`src/rtl/handshake_relay_pkg.sv`:
```
package handshake_relay_pkg;

  localparam int PHASE_W = 3;

  typedef enum logic [PHASE_W-1:0] {
    PH_IDLE   = 3'd0,
    PH_DN_REQ = 3'd1,
    PH_DN_REL = 3'd2,
    PH_UP_ACK = 3'd3,
    PH_RETURN = 3'd4
  } phase_e;

  typedef struct packed {
    logic raiseDn;
    logic dropDn;
    logic raiseUp;
    logic dropUp;
    logic expectDnRise;
    logic expectDnFall;
    logic upHoldRequired;
  } strobe_t;

endpackage

```
`src/rtl/handshake_relay_ctrl.sv`:
```
module handshake_relay_ctrl
  import handshake_relay_pkg::*;
(
  input  logic    clk,
  input  logic    rst,
  input  logic    upReq,
  input  logic    dnAck,
  output strobe_t strb
);

  phase_e phase;
  phase_e phaseNext;

  always_ff @(posedge clk) begin
    if (rst) phase <= PH_IDLE;
    else     phase <= phaseNext;
  end

  always_comb begin
    phaseNext = phase;
    strb      = '0;
    unique case (phase)
      PH_IDLE: begin
        if (upReq) begin
          strb.raiseDn = 1'b1;
          phaseNext    = PH_DN_REQ;
        end
      end
      PH_DN_REQ: begin
        strb.expectDnRise   = 1'b1;
        strb.upHoldRequired = 1'b1;
        if (dnAck) begin
          strb.dropDn = 1'b1;
          phaseNext   = PH_DN_REL;
        end
      end
      PH_DN_REL: begin
        strb.expectDnFall   = 1'b1;
        strb.upHoldRequired = 1'b1;
        if (!dnAck) begin
          strb.raiseUp = 1'b1;
          phaseNext    = PH_UP_ACK;
        end
      end
      PH_UP_ACK: begin
        if (!upReq) begin
          strb.dropUp = 1'b1;
          phaseNext   = PH_RETURN;
        end
      end
      PH_RETURN: begin
        phaseNext = PH_IDLE;
      end
      default: phaseNext = PH_IDLE;
    endcase
  end

endmodule

```
`src/rtl/handshake_relay_dp.sv`:
```
module handshake_relay_dp
  import handshake_relay_pkg::*;
(
  input  logic    clk,
  input  logic    rst,
  input  logic    upReq,
  input  logic    dnAck,
  input  strobe_t strb,
  output logic    upAck,
  output logic    dnReq,
  output logic    protoErr
);

  logic upReqQ;
  logic dnAckQ;
  logic dnRise;
  logic dnFall;
  logic upFall;
  logic errHit;

  always_comb begin
    dnRise = dnAck & ~dnAckQ;
    dnFall = ~dnAck & dnAckQ;
    upFall = ~upReq & upReqQ;
    errHit = (dnRise & ~strb.expectDnRise)
           | (dnFall & ~strb.expectDnFall)
           | (upFall & strb.upHoldRequired);
  end

  always_ff @(posedge clk) begin
    if (rst) begin
      upReqQ   <= 1'b0;
      dnAckQ   <= 1'b0;
      upAck    <= 1'b0;
      dnReq    <= 1'b0;
      protoErr <= 1'b0;
    end else begin
      upReqQ <= upReq;
      dnAckQ <= dnAck;
      if (strb.raiseDn)      dnReq <= 1'b1;
      else if (strb.dropDn)  dnReq <= 1'b0;
      if (strb.raiseUp)      upAck <= 1'b1;
      else if (strb.dropUp)  upAck <= 1'b0;
      if (errHit)            protoErr <= 1'b1;
    end
  end

endmodule

```
`src/rtl/handshake_relay.sv`:
```
module handshake_relay
  import handshake_relay_pkg::*;
(
  input  logic clk,
  input  logic rst,
  input  logic upReq,
  input  logic dnAck,
  output logic upAck,
  output logic dnReq,
  output logic protoErr
);

  strobe_t strb;

  handshake_relay_ctrl u_ctrl (
    .clk   (clk),
    .rst   (rst),
    .upReq (upReq),
    .dnAck (dnAck),
    .strb  (strb)
  );

  handshake_relay_dp u_dp (
    .clk      (clk),
    .rst      (rst),
    .upReq    (upReq),
    .dnAck    (dnAck),
    .strb     (strb),
    .upAck    (upAck),
    .dnReq    (dnReq),
    .protoErr (protoErr)
  );

endmodule

```
`config.mk`:
```
export PLATFORM = sky130hd
export DESIGN_NAME = handshake_relay
export DESIGN_NICKNAME = d
export VERILOG_FILES = /design/src/rtl/handshake_relay_pkg.sv /design/src/rtl/handshake_relay_ctrl.sv /design/src/rtl/handshake_relay_dp.sv /design/src/rtl/handshake_relay.sv
export SDC_FILE = /design/constraint.sdc
export NUM_CORES = 1
export LEC_CHECK = 0
export BUFFER_PORTS_ARGS = -buffer_cell sky130_fd_sc_hd__buf_4
export CORE_AREA = 2 2 39 41
export DETAILED_ROUTE_END_ITERATION = 12
export DIE_AREA = 0 0 41 43
export PLACE_DENSITY = 0.43
export RECOVER_POWER = 100
export SETUP_SLACK_MARGIN = 0.05
export SYNTH_ARGS = -nofsm -noshare
export SYNTH_HDL_FRONTEND = slang
export SYNTH_SLANG_ARGS = --single-unit
```
`constraint.sdc`:
```
create_clock -name clk -period 1.6 [get_ports clk]
set_input_delay 0.4 -clock clk [delete_from_list [all_inputs] [get_ports clk]]
set_output_delay 0.4 -clock clk [all_outputs]
set_load 0.05 [all_outputs]
```
==> Word level (Yosys, flattened, before mapping) <==
Cells that the tools add are included.
{ "totals": {"register_bits": 8, "input_bits": 4, "output_inout_bits": 3} }
{ "classes": {"eq_ne": 7, "n_mux": 20, "bitwise": 13, "reduce_logical": 5} }
{ "op_table": {"columns": ["operator", "n"], "rows": [
  ["$mux W1", 15],
  ["$mux W3", 4],
  ["$pmux W3 S4", 1],
  ["$ne A2 B2 Y1 const B", 4],
  ["$and A1 B1 Y1", 6],
  ["$eq A3 B2 Y1 const B", 2],
  ["$not A1 Y1", 5],
  ["$reduce_and A4 Y1", 1],
  ["$reduce_bool A2 Y1", 2],
  ["$eq A3 B1 Y1 const B", 1],
  ["$logic_not A3 Y1", 1],
  ["$or A1 B1 Y1", 2],
  ["$reduce_or A2 Y1", 1]
]} }

==> Logic depth before layout (Yosys ltp) <==
{ "logic_depth": {"ltp_word": 6, "mapped_depth": 3, "depth_no_buf": 3} }

==> Modules after synthesis <==
From an unflattened synthesis, not the netlist that was laid out.
{ "unflattened": {"cells_unflattened": 39, "area_unflattened_um2": 369.1} }
{ "modules_own_cells": {"columns": ["module", "n_inst", "cells_each", "area_each_um2", "seq_area_each_um2"], "rows": [
  ["handshake_relay_dp", 1, 18, 187.7, 100.1],
  ["handshake_relay_ctrl", 1, 21, 181.4, 60.1]
]} }

==> Worst setup path before layout <==
No wires, ideal clock.
{ "synth_path": {"path_kind": "register -> register", "startpoint": "reg u_ctrl.phase[0]", "endpoint": "reg u_dp.protoErr", "setup_ns": 0.128, "arrival_ns": 1.029, "slack_ns": 0.443, "stages_incl_launch_ff": 4, "path_buffers": 0, "period_less_slack_ns": 1.157, "path_cell_list": "dfxtp_1 > or4bb_1 > o311ai_0 > a21oi_1"} }
{ "synth_via": {"elab_chain_len": 6, "elab_cells_between_ends": 13, "classes_between": "2 x eq/ne; 3 x mux; 7 x bitwise; 1 x reduce/logical"} }
{ "synth_lines": {"columns": ["item", "line", "source"], "rows": [
  ["start: declaration", "handshake_relay_ctrl.sv:11", "phase_e phase;"],
  ["start signal: assignment", "handshake_relay_ctrl.sv:16", "else phase <= phaseNext;"],
  ["$eq A3 B1 Y1 or $eq A3 B2 Y1 (tied branches)", "handshake_relay_ctrl.sv:22", "unique case (phase)"],
  ["$mux W1", "handshake_relay_ctrl.sv:22", null],
  ["$not A1 Y1 (on tied branches)", "handshake_relay_dp.sv:25, handshake_relay_dp.sv:26", null],
  ["$and A1 B1 Y1 (on tied branches)", "handshake_relay_dp.sv:25, handshake_relay_dp.sv:26", null],
  ["$or A1 B1 Y1", "handshake_relay_dp.sv:26", "| (dnFall & ~strb.expectDnFall)"],
  ["$or A1 B1 Y1 (*)", "handshake_relay_dp.sv:27", "| (upFall & strb.upHoldRequired);"],
  ["end signal: assignment", "handshake_relay_dp.sv:36", "protoErr <= 1'b0;"],
  ["end signal: assignment", "handshake_relay_dp.sv:44", "if (errHit) protoErr <= 1'b1;"],
  ["end: declaration", "handshake_relay_dp.sv:11", "output logic protoErr"]
]} }
Mark *: on every way between the ends. The rest lies on a longest branch, timed or not.
A chain may end at the register's enable or synchronous reset.

==> Worst setup path after layout <==
Ends and elaborated chain as after synthesis.

==> impl_metrics.json <==
{
  "flow.area_growth_from_synthesis_pct": 21.89,
  "power_density_mw_per_mm2": 1210,
  "final.min_clock_period_ns": 1.288,
  "cts_setup_buffers": 0,
  "die_h_um": 43,
  "core_mm2": 0.001384,
  "endpoint_kind": "flop",
  "final_common_cell": "dfxtp_1",
  "total_leakage_power_nw": 0.1635,
  "yosys_warnings": 0,
  "n_antenna_cell": 0,
  "start_kind": "flop",
  "avgViaCountPerCell": 4.847,
  "setup_viol": 0,
  "io_pins": 7,
  "synth_area_um2": 331.6,
  "cts_hold_repair.buffers": 0,
  "initial_core_util_pct": 23.96,
  "drc": 0,
  "path_clk_slew_ns": 0.05,
  "htreeDepth": 1,
  "status": "finished, final reports clean",
  "wl_per_cell_um": 12.27,
  "critPathKind": "reg -> reg",
  "rsz0062_at_grt": "no",
  "final_cell_mix": "dfxtp_1 (8), a21oi_1 (4), nor2_1 (3), clkbuf_4 (3), clkbuf_2 (3)",
  "ys_top_cells_by_area": "dfxtp_1 (48%), a21oi_1 (6.0%), xor2_1 (5.3%)",
  "min_path_type": "in -> reg",
  "drtIter0Drc": 4,
  "synthCells": 34,
  "slew_headroom_pct": 80.29,
  "grt_pass1_wl_um": 1200,
  "tightest_slew_ns": 0.2919,
  "grt_antenna_before_repair": 0,
  "numClockSinks": 8,
  "syn_avg_cell_area_um2": 9.752,
  "grt_usage_pct": 10.67,
  "fin_skew_ns": 0.001609,
  "crit_required_ns": 1.73,
  "wirelength_um": 724,
  "cts_resized": 0,
  "cts_tree": "done",
  "hpwl_um": 497.8,
  "drive_gt1_share_pct": 18.60,
  "arrival_ns": 1.42,
  "wl_met1_um": 344,
  "wl_met2_um": 329,
  "fin_tns_setup_ns": 0,
  "synth_top_area_share_pct": 48.30,
  "rows": 14,
  "slew_viol_final": 0,
  "clk_latency_ns": 0.25,
  "grt_max_degree": 9,
  "synthDistinctLibCells": 18,
  "ys_seq_area_share_pct": 48.30,
  "met3_length_um": 40,
  "root_buffer": "clkbuf_4",
  "grt_pass1_vias": 283,
  "postLayoutCoreUtil_pct": 29.20,
  "numPortBuffers": 6,
  "period_share_pct": 80.48,
  "via_count": 286,
  "drv_cap": 0,
  "fmax_mhz": 776.6,
  "irDropWorstVdd_mv": 0.4307,
  "drt_first_pass_iters": 2,
  "cts_buffers": 3,
  "globalplace.congestion": 0.7437,
  "fin_nets": 49,
  "top_layer": "met4",
  "yosys.area.top_type": "dfxtp_1",
  "synth-seq-cells": 8,
  "path_max_fanout": 7,
  "cts_buffer_depth": 2,
  "grt_overflow_total": 0,
  "timing.final.hold_violations": 0,
  "die_area_mm2": 0.001763,
  "ant_nets": 0,
  "synth_nets": 38,
  "fp.dieW_um": 41
}
-- final timing paths --
kind | from | endpoint | slack [ns] | cells past startpoint
worst max-delay path | u_ctrl.phase[0] | u_dp.protoErr | 0.31 | 3
worst min-delay path | rst | u_dp.dnAckQ | 0.36 | 2
worst max register to register | u_ctrl.phase[0] | u_dp.protoErr | 0.31 | 3
worst min register to register | u_dp.upAck | u_dp.upAck | 0.49 | 2
-- sequential cells by signal (all words and copies together), names as in the netlist --
signal / flops
u_dp.upAck: 1
u_dp.upReqQ: 1
u_ctrl.phase: 3
u_dp.protoErr: 1
u_dp.dnReq: 1
u_dp.dnAckQ: 1
-- critical path, cell delays in order, from the launching register on --
cell and delay [ns]:
dfxtp_1 0.46, or4bb_1 0.50, o311ai_0 0.10, a21oi_1 0.11
-- cell usage after synthesis (all sizes together) --
cell / number
o21ai: 1
xor2: 2
o311ai: 1
a21oi: 4
or4bb: 1
nand2b: 1
a2111oi: 1
and3b: 1
inv: 1
a31oi: 1
o31ai: 1
o21bai: 2
or2b: 1
nor2: 3
dfxtp: 8
nor3b: 2
nor3: 2
nor2b: 1
-- area by class of cell --
class                   instances  area (µm²)
fillers                       161       979.7
multi-input cells              25       167.7
flip-flops and latches          8       160.2
repair buffers                  6       30.03
clock buffers                   3       22.52
well taps                      16       20.02
inverters                       1       3.754
-- report_power, final --
group / switching, mW / internal, mW / total, mW / leakage (nW)
logic: 0.0636 / 0.0356 / 0.0992 / 0.0835
registers: 0.0181 / 0.218 / 0.236 / 0.0661
clock network: 0.0682 / 0.0858 / 0.154 / 0.0138
-- stage by stage --
step / cell area, µm² / total power [mW] / setup slack (ns) / std cells / hold slack, ns
2_1_floorplan: 331.6 / 0.3106 / 0.4430 / 34 / 0.4667
3_3_place_gp: 396.6 / 0.3460 / 0.3600 / 56 / 0.4757
3_5_place_dp: 396.6 / 0.3480 / 0.3318 / 56 / 0.4852
4_1_cts: 419.2 / 0.5034 / 0.3166 / 59 / 0.3606
5_1_grt: 404.1 / 0.5191 / 0.2466 / 59 / 0.3785
6_report: 404.1 / 0.4889 / 0.3123 / 59 / 0.3636
-- per-layer routing --
layer | GRT usage [%] | vias up
li1 | - | 145
met1 | 13.31 | 134
met2 | 13.75 | 5
met3 | 3.141 | 2
met4 | 10.00 | 0
met5 | 0 | -
-- kinds of logic after synthesis --
kind of cell | share of synthesized area (%)
AOI/OAI and AO/OA | 21.89
xor gates and xnor gates | 5.284
buffers and inverters | 1.131
DFF | 48.30
and+or+nand+nor | 23.40
Note: power is estimated with default switching activity, not from simulation.
